===== config.mk =====
export PLATFORM = sky130hd
export DESIGN_NAME = dual_slot_fetch
export DESIGN_NICKNAME = d
export VERILOG_FILES = /design/src/rtl/fs_pkg.sv /design/src/rtl/fs_word_split.sv /design/src/rtl/fs_pc_unit.sv /design/src/rtl/fs_ibr_unit.sv /design/src/rtl/dual_slot_fetch.sv
export SDC_FILE = /design/constraint.sdc
export NUM_CORES = 1
export LEC_CHECK = 0
export BUFFER_PORTS_ARGS = -buffer_cell sky130_fd_sc_hd__buf_2
export CAP_MARGIN = 10
export CORE_MARGIN = 2
export CORE_UTILIZATION = 40
export DETAILED_ROUTE_END_ITERATION = 10
export GPL_TIMING_DRIVEN = 0
export PLACE_DENSITY = 0.69
export SLEW_MARGIN = 20
export SYNTH_ARGS = -nofsm -noshare
export SYNTH_HDL_FRONTEND = slang
export SYNTH_SLANG_ARGS = --single-unit

===== constraint.sdc =====
create_clock -name clk -period 1.7 [get_ports clk]
set_input_delay 0.17 -clock clk [delete_from_list [all_inputs] [get_ports clk]]
set_output_delay 0.17 -clock clk [all_outputs]
set_load 0.02 [all_outputs]

===== src/rtl/fs_pkg.sv =====
package fs_pkg;
  localparam int FS_WORD_W = 40;
  localparam int FS_OP_W   = 8;
  localparam int FS_AD_W   = 12;

  typedef enum logic [2:0] {
    ST_FETCH,
    ST_WAIT,
    ST_PARK,
    ST_LOAD,
    ST_EXEC,
    ST_HALT
  } fs_state_t;
endpackage


===== src/rtl/fs_word_split.sv =====
module fs_word_split #(
  parameter int WORD_W = 40,
  parameter int OP_W   = 8,
  parameter int AD_W   = 12
) (
  input  logic [WORD_W-1:0]        word_i,
  output logic [1:0][OP_W-1:0]     op_o,
  output logic [1:0][AD_W-1:0]     ad_o
);
  localparam int INS_W = WORD_W / 2;

  // slot 1 = left (upper) half, slot 0 = right (lower) half
  for (genvar g = 0; g < 2; g++) begin : g_slot
    logic [INS_W-1:0] ins;
    assign ins     = word_i[(g+1)*INS_W-1 -: INS_W];
    assign op_o[g] = ins[INS_W-1 -: OP_W];
    assign ad_o[g] = ins[AD_W-1:0];
  end
endmodule


===== src/rtl/fs_pc_unit.sv =====
module fs_pc_unit #(
  parameter int DEPTH = 1000,
  parameter int PCR_W = 11
) (
  input  logic             clk,
  input  logic             rst_n,
  input  logic             inc_en,
  input  logic             load_en,
  input  logic [PCR_W-1:0] load_val,
  output logic [PCR_W-1:0] pc_o,
  output logic             pc_bad_o
);
  localparam logic [PCR_W-1:0] LIMIT = PCR_W'(DEPTH);

  always_ff @(posedge clk or negedge rst_n) begin
    if (!rst_n)       pc_o <= '0;
    else if (load_en) pc_o <= load_val;
    else if (inc_en)  pc_o <= pc_o + 1'b1;
  end

  assign pc_bad_o = (pc_o >= LIMIT);
endmodule


===== src/rtl/fs_ibr_unit.sv =====
module fs_ibr_unit #(
  parameter int OP_W = 8,
  parameter int AD_W = 12
) (
  input  logic            clk,
  input  logic            rst_n,
  input  logic            load_en,
  input  logic [OP_W-1:0] load_op,
  input  logic [AD_W-1:0] load_ad,
  input  logic            take_en,
  input  logic            flush_en,
  output logic            full_o,
  output logic [OP_W-1:0] op_o,
  output logic [AD_W-1:0] ad_o
);
  always_ff @(posedge clk or negedge rst_n) begin
    if (!rst_n) begin
      full_o <= 1'b0;
      op_o   <= '0;
      ad_o   <= '0;
    end else begin
      if (load_en) begin
        op_o <= load_op;
        ad_o <= load_ad;
      end
      if (flush_en || take_en) full_o <= 1'b0;
      else if (load_en)        full_o <= 1'b1;
    end
  end
endmodule


===== src/rtl/dual_slot_fetch.sv =====
module dual_slot_fetch
  import fs_pkg::*;
#(
  parameter int DEPTH  = 1000,
  parameter int WORD_W = FS_WORD_W,
  parameter int OP_W   = FS_OP_W,
  parameter int AD_W   = FS_AD_W,
  parameter int PC_W   = $clog2(DEPTH)
) (
  input  logic              clk,
  input  logic              rst_n,
  output logic              mem_req,
  output logic [PC_W-1:0]   mem_addr,
  input  logic              mem_valid,
  input  logic [WORD_W-1:0] mem_data,
  output logic              ex_valid,
  output logic [OP_W-1:0]   ex_opcode,
  output logic [AD_W-1:0]   ex_addr,
  input  logic              ex_done,
  input  logic              br_take,
  input  logic [AD_W-1:0]   br_target,
  input  logic              br_right,
  output logic              err_o
);
  localparam int PCR_W = PC_W + 1;
  localparam logic [AD_W-1:0] TGT_LIMIT = AD_W'(DEPTH);

  fs_state_t         state;
  logic [AD_W-1:0]   mar;
  logic [WORD_W-1:0] mbr;
  logic [OP_W-1:0]   ir;
  logic              skip_left;

  logic [1:0][OP_W-1:0] half_op;
  logic [1:0][AD_W-1:0] half_ad;
  logic [PCR_W-1:0]     pc;
  logic                 pc_bad;
  logic                 ibr_full;
  logic [OP_W-1:0]      ibr_op;
  logic [AD_W-1:0]      ibr_ad;

  logic fetch_word, use_ibr, redirect, tgt_bad, park_en;

  assign use_ibr    = (state == ST_FETCH) && ibr_full;
  assign fetch_word = (state == ST_FETCH) && !ibr_full && !pc_bad;
  assign tgt_bad    = (br_target >= TGT_LIMIT);
  assign redirect   = (state == ST_EXEC) && ex_done && br_take && !tgt_bad;
  assign park_en    = (state == ST_PARK);

  fs_word_split #(.WORD_W(WORD_W), .OP_W(OP_W), .AD_W(AD_W)) u_split (
    .word_i (mbr),
    .op_o   (half_op),
    .ad_o   (half_ad)
  );

  fs_pc_unit #(.DEPTH(DEPTH), .PCR_W(PCR_W)) u_pc (
    .clk      (clk),
    .rst_n    (rst_n),
    .inc_en   (fetch_word),
    .load_en  (redirect),
    .load_val (br_target[PCR_W-1:0]),
    .pc_o     (pc),
    .pc_bad_o (pc_bad)
  );

  fs_ibr_unit #(.OP_W(OP_W), .AD_W(AD_W)) u_ibr (
    .clk      (clk),
    .rst_n    (rst_n),
    .load_en  (park_en),
    .load_op  (half_op[0]),
    .load_ad  (half_ad[0]),
    .take_en  (use_ibr),
    .flush_en (redirect),
    .full_o   (ibr_full),
    .op_o     (ibr_op),
    .ad_o     (ibr_ad)
  );

  always_ff @(posedge clk or negedge rst_n) begin
    if (!rst_n) begin
      state     <= ST_FETCH;
      mar       <= '0;
      mbr       <= '0;
      ir        <= '0;
      skip_left <= 1'b0;
    end else begin
      unique case (state)
        ST_FETCH: begin
          if (ibr_full) begin
            ir    <= ibr_op;
            mar   <= ibr_ad;
            state <= ST_EXEC;
          end else if (pc_bad) begin
            state <= ST_HALT;
          end else begin
            mar   <= AD_W'(pc);
            state <= ST_WAIT;
          end
        end
        ST_WAIT: begin
          if (mem_valid) begin
            mbr   <= mem_data;
            state <= skip_left ? ST_LOAD : ST_PARK;
          end
        end
        ST_PARK: state <= ST_LOAD;
        ST_LOAD: begin
          ir        <= skip_left ? half_op[0] : half_op[1];
          mar       <= skip_left ? half_ad[0] : half_ad[1];
          skip_left <= 1'b0;
          state     <= ST_EXEC;
        end
        ST_EXEC: begin
          if (ex_done) begin
            if (br_take && tgt_bad) begin
              state <= ST_HALT;
            end else begin
              if (br_take) skip_left <= br_right;
              state <= ST_FETCH;
            end
          end
        end
        ST_HALT: state <= ST_HALT;
        default: state <= ST_HALT;
      endcase
    end
  end

  assign mem_req   = (state == ST_WAIT);
  assign mem_addr  = mar[PC_W-1:0];
  assign ex_valid  = (state == ST_EXEC);
  assign ex_opcode = ir;
  assign ex_addr   = mar;
  assign err_o     = (state == ST_HALT);
endmodule


==> results of run 1 <==
## flip-flops by register name, indices dropped and copies added (netlist names)
register and count:
ex_addr 12, u_ibr.ad_o 12, u_ibr.full_o 1, skip_left 1, state 3, u_pc.pc_o 11
u_ibr.op_o 8, ex_opcode 8, mbr 40
## through the flow
step	TNS [ns]	instance area [um^2]	hold slack [ns]	std cells	util (%)
after floorplan	-0.109	4620	-0.126	392	-
after global placement	-60.40	5250	0.387	625	46.4
after detailed placement	-14.24	5280	0.0669	626	46.7
after CTS	-0.0233	5840	0.0416	654	51.6
after global routing	-3.41	6110	0.0523	669	53.9
final	-1.08	6110	0.0469	669	53.9
## critical path: cells and delay by family, from the launching register on
kind                   cells  cell delay (ns)
AOI/OAI and AO/OA          2             0.46
and+or+nand+nor            2             0.46
DFF                        1             0.40
buffers and inverters      2             0.34
## routing by layer
layer	routed length, um	global-route usage [%]
met4	352	8.97
met1	4990	25.1
met3	791	3.99
met2	6110	30.2
met5	0	0
## cell type report
class	instances	area [um^2]	share of cell area (%)
multi-input cells	253	2090	34.3
clock buffers	11	243	3.97
well taps	143	179	2.93
clock inverters	5	78.8	1.29
plain buffers	31	280	4.59
inverters	9	33.8	0.553
flip-flops and latches	96	2410	39.5
repair buffers	121	790	12.9
## logic make-up after synthesis
family          after synthesis  share of synthesized area, %
buf+inv                      43                          5.02
simple gates                 73                          8.13
compound gates               85                          11.7
fa+ha+maj                     3                         0.764
flops                        96                          52.4
mux                          92                          22.0
## report_power, final
part / switching [mW] / total (mW) / internal [mW] / leakage (nW)
clock network: 0.839 / 2.17 / 1.33 / 0.160
logic: 2.55 / 5.34 / 2.79 / 1.49
registers: 0.870 / 4.28 / 3.41 / 1.17
total: 4.25 / 11.8 / 7.53 / 2.82
## repair_timing
action                     in CTS  in global routing
hold endpoints to repair       28                  0
hold buffers                    1                  0
setup buffers                  13                 11
pin swaps                       6                  7
gates cloned                    0                  5
setup endpoints to repair      92                 69
resized for setup              41                 32
## cell usage in the layout (no fill, tap or decap), types with 3 or more instances in the layout
| master | netlist | final |
|---|---|---|
| o21ai_0 | 22 | 15 |
| inv_1 | 7 | 7 |
| a211oi_1 | 11 | 8 |
| clkbuf_2 | 0 | 3 |
| mux2i_1 | 20 | 20 |
| nor2b_1 | 11 | 11 |
| a21oi_1 | 29 | 28 |
| o311ai_1 | 5 | 3 |
| nand2_1 | 17 | 17 |
| clkbuf_16 | 0 | 13 |
| buf_4 | 10 | 36 |
| o21ai_2 | 0 | 4 |
| buf_2 | 13 | 93 |
| nand3_1 | 4 | 4 |
| o21ai_1 | 2 | 5 |
| dfrtp_1 | 96 | 89 |
| nor2_1 | 21 | 20 |
| and3_1 | 5 | 5 |
| buf_6 | 2 | 8 |
| nand2b_4 | 0 | 3 |
| dfrtp_2 | 0 | 7 |
| mux2_1 | 10 | 8 |
| mux2_2 | 62 | 58 |
| mux2_4 | 0 | 6 |
## final timing paths
check                             startpoint      endpoint  slack (ns)  cells after the start
worst min-delay path            br_target[2]  u_pc.pc_o[2]        0.05                      3
min in group asynchronous              rst_n       mbr[27]        0.28                      2
worst min register to register  ex_opcode[6]  ex_opcode[6]        0.48                      2
worst max register to register      state[0]  u_pc.pc_o[9]       -0.06                      6
max in group asynchronous              rst_n       mbr[19]        0.81                      3
worst max-delay path                state[0]  u_pc.pc_o[9]       -0.06                      6
==> impl_metrics.ini, run 1 <==
[sta]
drv_slew = 0
timing.fmax_ghz = 0.568
worst_pin_slew_ns = 0.554
relSlewSlack_pct = 62.8
min_period_over_period_pct = 104
post-route-min-period_ns = 1.76
finalSetupViolCount = 37
worst_clock_skew_ns = 0.00697
rsz0062_at_grt = yes
hold_viol_final = 0
worst_slack_ns = -0.0600

[worst_setup_path]
path_cells = buf_6 > nor4_4 > o211ai_2 > buf_4 > nand2b_4 > o311ai_2
worstPathMaxFanout = 6
cp.arrival_ns = 1.99
max_stage_delay_ns = 0.40
end_kind = register
slowest_stage = dfrtp_1
setup.worst_path.class = register to register
required_ns = 1.93
start_kind = register

[placed_design]
gp_congestion = 0.790
pre_cts_slack_ns = -0.322
dp_hpwl_um = 7990
portBuffers = 90

[floorplan]
ios = 91
coreArea_um2 = 11300
fp.dieH_um = 111
die-area_um2 = 12300
fp-row-count = 39
start_util_pct = 40.5
die_w_um = 111

[clock_network]
cts.path.max_buffers = 2
clk_pin_slew_worst_paths_ns = 0.06
clock_tree.root_cell = clkbuf_16
cts_buffers = 9
worstSkewPairLatency_ns = 0.34
htreeDepth = 3
cts.sinks = 96
tritoncts = done

[power]
power_density_nw_per_um2 = 1930
total_power_mw = 11.8
ir_worst_vdd_mv = 0.712
p_leak_nw = 2.82

[logic_synthesis]
synth_area_um2 = 4590
synth_seq_cells = 96
synthCells = 392
synth_edf_count = 0
yosysMostFrequentCell = dfrtp_1
synthTopCellsByArea = dfrtp_1 52%, mux2_2 15%, mux2i_1 4.4%
yosysTopAreaCell = dfrtp_1
synth_flop_cell = dfrtp_1
yosys-top-cells-count = 96 x dfrtp_1, 62 x mux2_2, 29 x a21oi_1
synth_cell_types = 46
synth.yosys.warnings = 0
yosysSeqAreaShare_pct = 52.4
syn_area_per_cell_um2 = 11.7
async_reset_ff_share_pct = 100
yosysTopAreaCellShare_pct = 52.4
synth_fp_nets = 452

[detailed_routing]
drt-initial-drc-count = 220
via_count = 3563
wl_per_cell_um = 18.3
ant_nets = 0
dr.pass1.iters = 5
wirelength_um = 12200
viasPerCell = 5.33
drc = 0

[global_routing]
gr-usage-all-layers_pct = 19.0
grt_overflow = 0
grt_pass1_vias = 3489
grt_first_pass_wirelength_um = 18500
grt_start_max_net_pins = 69
antenna_found_initial = 0

[final_layout]
nets = 581
nFillCells = 958
drive_gt1_share_pct = 50.2
n_antenna_cell = 0
area_delta_synth_final_pct = 33.2

[job]
cap_violations = 0

[worst_hold_path]
hp-class = primary input to register

[status]
violations = negative setup slack
status = finished, violations left
Note: power is estimated with default switching activity, not from simulation.
==> inputs of run 2 (changes only) <==
--- a/config.mk
+++ b/config.mk
@@ -7,11 +7,13 @@
 export LEC_CHECK = 0
 export BUFFER_PORTS_ARGS = -buffer_cell sky130_fd_sc_hd__buf_2
 export CAP_MARGIN = 10
+export CELL_PAD_IN_SITES_DETAIL_PLACEMENT = 2
+export CELL_PAD_IN_SITES_GLOBAL_PLACEMENT = 2
 export CORE_MARGIN = 2
-export CORE_UTILIZATION = 40
+export CORE_UTILIZATION = 32
 export DETAILED_ROUTE_END_ITERATION = 10
 export GPL_TIMING_DRIVEN = 0
-export PLACE_DENSITY = 0.69
+export PLACE_DENSITY = 0.81
 export SLEW_MARGIN = 20
 export SYNTH_ARGS = -nofsm -noshare
 export SYNTH_HDL_FRONTEND = slang
==> run 2 against run 1 <==
The run still ends with negative setup slack left. Core utilization decreased by 8.7 points. Design area grew 3.2%. Wire length rose by 54%. Global-route usage grew 3.8 points. Non-clock buffer count shrank 7. Clock power decreased by 3%. Combinational power up 17%. Sequential power rose by 7.0%. Cell count rose by 4.5%. Critical path type unchanged. Largest cell class unchanged. Largest power group unchanged.
==> impl_metrics.ini, run 2 (synthesis gave the netlist of run 1 again) <==
[status]
status = finished, violations left
violations = negative setup slack

[worst_setup_path]
max_stage_delay_ns = 0.40
crit_buf_inv = 1
end_kind = register
slowest_stage = dfrtp_1
worstPathMaxFanout = 10
cp_top_family = compound AO/OA/AOI/OAI gates
setup.worst_path.class = register to register
cp.arrival_ns = 2.18
required_ns = 1.94
start_kind = register
r2r_setup_slack_ns = -0.24
path_cells = nand2b_4 > or2_4 > buf_6 > a211oi_1 > a21oi_1 > mux2_2

[detailed_routing]
wl_met2_um = 9590
top_layer_used = met4
wirelength_um = 18900
wl_met3_um = 717
m1WireLength_um = 7890
wl_per_cell_um = 27.0
via_count = 3802
drt-initial-drc-count = 241
ant_nets = 0
viasPerCell = 5.44
dr.pass1.iters = 4
drc = 0

[power]
ir_worst_vdd_mv = 0.765
power_density_nw_per_um2 = 2060
total_power_mw = 13.0
p_leak_nw = 2.91

[global_routing]
grt_overflow = 0
grt_pass1_vias = 4076
grt_first_pass_wirelength_um = 25200
antenna_found_initial = 1
grt_start_max_net_pins = 63
gr-usage-all-layers_pct = 22.8

[final_layout]
final_cell_mix = 90 x dfrtp_1, 89 x buf_2, 41 x mux2_4
instances_no_fill = 699
drive_gt1_share_pct = 51.2
multi_input_area_um2 = 2280
regMostFlops = mbr
largest_reg_flops = 40
nets = 574
final_util_pct = 45.2
fin_area_um2 = 6300
seq_area_um2 = 2410
area_delta_synth_final_pct = 37.4
layout_commonest_cell = dfrtp_1
nFillCells = 1388

[sta]
worst_pin_slew_ns = 0.573
finalSetupViolCount = 62
hold_viol_final = 0
worst_hold_slack_ns = 0.0264
timing.setup.tns_ns = -4.83
worst_slack_ns = -0.244
rsz0062_at_grt = yes
drv_slew = 0
min_period_over_period_pct = 114
worst_clock_skew_ns = 0.00730
post-route-min-period_ns = 1.94
relSlewSlack_pct = 61.5
timing.fmax_ghz = 0.514

[clock_network]
htreeDepth = 3
cts_buffers = 9
clock_tree.root_cell = clkbuf_16
tritoncts = done
cts.sinks = 96
cts.path.max_buffers = 2
clk_pin_slew_worst_paths_ns = 0.07
worstSkewPairLatency_ns = 0.36

[placed_design]
placed_area_um2 = 5330
portBuffers = 90
placed_cells = 663
pre_cts_slack_ns = -0.373
dp_hpwl_um = 9790
gp_congestion = 0.760

[job]
cap_violations = 0

[floorplan]
start_util_pct = 32.9
fp-row-count = 43
coreArea_um2 = 13900
fp.dieH_um = 124
ios = 91
die_w_um = 124
die-area_um2 = 15300

[worst_hold_path]
hp-class = primary input to register
==> run 2: cell types whose count changed in the layout (fill, tap and decap cells not counted), sizes merged <==
cell    before  now
buf        142  134
bufinv       2    1
clkinv       2    3
diode        0    1
==> run 2: final cells by class <==
type                            count  area share, %
Timing Repair Buffer              114           12.0
Antenna cell                        1         0.0397
Buffer                             31           4.85
Sequential cell                    96           38.2
Clock buffer                       10           3.63
Clock inverter                      5          0.913
Inverter                            9          0.576
Tap cell                          180           3.57
Multi-Input combinational cell    253           36.2
==> run 2: repair_timing <==
item                                    4_1_cts  5_1_grt
hold endpoints to repair                     34        0
pin swaps                                     6        7
gates resized for setup                      66       61
gates cloned                                  1        4
endpoints found under the setup margin       92       73
buffers inserted                             12        5
hold buffers                                  1        0
==> run 2: final timing paths <==
check,startpoint,to,cells after the start
min in group asynchronous,rst_n,ex_addr[6],2
min reg2reg,ex_opcode[6],ex_opcode[6],2
max in group asynchronous,rst_n,ex_opcode[1],3
max reg2reg,state[2],ex_addr[0],6
min,br_target[2],u_pc.pc_o[2],3
max,state[2],ex_addr[0],6
==> run 2: worst min-delay path: cells and delay by family <==
family / cells / cell delay, ns
buf+inv: 1 / 0.08
compound gates: 1 / 0.05
simple gates: 1 / 0.05
==> run 2: power by group <==
group / switching (mW) / leakage, nW / total (mW) / internal (mW)
logic: 3.18 / 1.60 / 6.26 / 3.09
registers: 1.18 / 1.17 / 4.58 / 3.41
clock network: 0.975 / 0.143 / 2.11 / 1.14
==> run 2: metal layers <==
| metal | vias up | track usage, % |
|---|---|---|
| li1 | 1643 | - |
| met1 | 2001 | 29.1 |
| met2 | 116 | 38.7 |
| met3 | 42 | 5.08 |
| met4 | 0 | 6.96 |
| met5 | - | 0 |
==> inputs of run 3 (changes only) <==
--- a/config.mk
+++ b/config.mk
@@ -11,6 +11,7 @@
 export CELL_PAD_IN_SITES_GLOBAL_PLACEMENT = 2
 export CORE_MARGIN = 2
 export CORE_UTILIZATION = 32
+export CTS_BUF_LIST = sky130_fd_sc_hd__clkbuf_8 sky130_fd_sc_hd__clkbuf_16
 export DETAILED_ROUTE_END_ITERATION = 10
 export GPL_TIMING_DRIVEN = 0
 export PLACE_DENSITY = 0.81
==> run 3 against run 2 <==
Critical path depth unchanged. Combinational power about the same. Hold slack about the same. Largest cell class unchanged. Largest power group unchanged. Flip-flop and latch count unchanged. Sequential share of layout area unchanged. Non-clock buffer count unchanged. Clock power about the same. Core utilization unchanged. Via count decreased by 1.1%. Register-to-register slack about the same. The run still ends with negative setup slack left. Cell count unchanged.
==> impl_metrics.ini, run 3 (synthesis gave the netlist of run 1 again) <==
[status]
status = finished, violations left
violations = negative setup slack

[final_layout]
regMostFlops = mbr
seq_area_um2 = 2410
largest_reg_flops = 40
area_delta_synth_final_pct = 37.4
nets = 574
multi_input_area_um2 = 2280
layout_commonest_cell = dfrtp_1
final_cell_mix = 90 x dfrtp_1, 89 x buf_2, 41 x mux2_4
nFillCells = 1388
fin_area_um2 = 6300
drive_gt1_share_pct = 51.2
instances_no_fill = 699

[detailed_routing]
drc = 0
ant_nets = 0
wirelength_um = 18800
drt-initial-drc-count = 232
wl_per_cell_um = 26.9
dr.pass1.iters = 4
via_count = 3761
viasPerCell = 5.38

[worst_setup_path]
cp_top_family = compound AO/OA/AOI/OAI gates
worstPathMaxFanout = 10
setup.worst_path.class = register to register
crit_buf_inv = 2
max_stage_delay_ns = 0.43
start_kind = register
slowest_stage = dfrtp_2
end_kind = register
path_cells = inv_2 > or2_4 > buf_6 > a211oi_1 > a21oi_1 > mux2_2
cp.arrival_ns = 2.17
required_ns = 1.94

[global_routing]
gr-usage-all-layers_pct = 22.8
antenna_found_initial = 1
grt_overflow = 0
grt_first_pass_wirelength_um = 25200
grt_pass1_vias = 4076
grt_start_max_net_pins = 63

[sta]
timing.setup.tns_ns = -4.69
timing.fmax_ghz = 0.517
worst_pin_slew_ns = 0.564
worst_clock_skew_ns = 0.0101
worst_slack_ns = -0.233
finalSetupViolCount = 62
rsz0062_at_grt = yes
hold_viol_final = 0
drv_slew = 0
post-route-min-period_ns = 1.93
min_period_over_period_pct = 114
relSlewSlack_pct = 62.2

[power]
total_power_mw = 12.9
switchingPower_mw = 5.32
seqPwrFrac_pct = 35.4
power.share.switching_pct = 41.1
pwr-share-clk_pct = 16.3
p_int_mw = 7.63
p_leak_nw = 2.91
ir_worst_vdd_mv = 0.763
p_comb_share_pct = 48.3
power_density_nw_per_um2 = 2050

[placed_design]
placed_area_um2 = 5330
gp_congestion = 0.760
placed_cells = 663
dp_hpwl_um = 9790
portBuffers = 90

[clock_network]
cts.path.max_buffers = 2
tritoncts = done
clock_tree.root_cell = clkbuf_16
cts.sinks = 96
worstSkewPairLatency_ns = 0.36
clk_pin_slew_worst_paths_ns = 0.07
htreeDepth = 3
cts_buffers = 9

[worst_hold_path]
hp-class = primary input to register

[floorplan]
die-area_um2 = 15300
fp.dieH_um = 124
die_w_um = 124
fp-row-count = 43
ios = 91
coreArea_um2 = 13900
start_util_pct = 32.9

[job]
cap_violations = 0
run 3: what timing repair did:
action / in CTS / in global routing
buffers inserted: 12 / 5
pin swaps: 6 / 7
hold buffers: 1 / 0
resized for setup: 66 / 61
setup endpoints to repair: 92 / 73
gates cloned: 1 / 4
endpoints found under the hold margin: 34 / 0
run 3: layer usage:
layer,global-route usage (%),part of all wire (%),vias up
li1,-,-,1637
met1,29.1,42,1974
met2,38.7,51,108
met3,5.08,3.7,42
met4,6.96,3.5,0
met5,0,0,-
run 3: area by class of cell:
type                       count  share of cell area (%)
buffer                        31                    4.85
clock buffer                   9                    3.57
inverter                       9                   0.576
clock inverter                 6                   0.973
multi-input combinational    253                    36.2
sequential                    96                    38.2
timing repair buffer         114                    12.0
tap                          180                    3.57
antenna                        1                  0.0397
run 3: final timing paths:
kind,start,endpoint,slack [ns],depth (start not counted)
worst min-delay path,br_target[2],u_pc.pc_o[2],0.03,3
max in group asynchronous,rst_n,ex_opcode[1],0.75,3
worst max-delay path,state[1],ex_addr[0],-0.23,6
worst min register to register,ex_opcode[6],ex_opcode[6],0.48,2
worst max register to register,state[1],ex_addr[0],-0.23,6
min in group asynchronous,rst_n,ex_addr[6],0.31,2
run 3: worst min-delay path, stage by stage:
cell     delay, ns
buf_2         0.08
a21oi_1       0.05
nand2_1       0.05
run 3: metrics by stage:
stage,hold slack [ns],worst slack [ns],util [%]
after floorplan,-0.126,-0.109,-
after global placement,0.386,-0.529,38.0
after detailed placement,0.101,-0.373,38.2
after CTS,0.0305,-0.0935,42.8
after global routing,0.0389,-0.271,45.2
final,0.0264,-0.233,45.2
run 3: power by group through the flow:
stage / Combinational, mW / Clock (mW) / Sequential [mW]
final: 6.25 / 2.11 / 4.58
after CTS: 5.29 / 2.08 / 4.42
after detailed placement: 4.55 / 0 / 4.33
after global placement: 4.29 / 0 / 4.21
after global routing: 6.61 / 2.22 / 4.68
after floorplan: 3.03 / 0 / 4.25
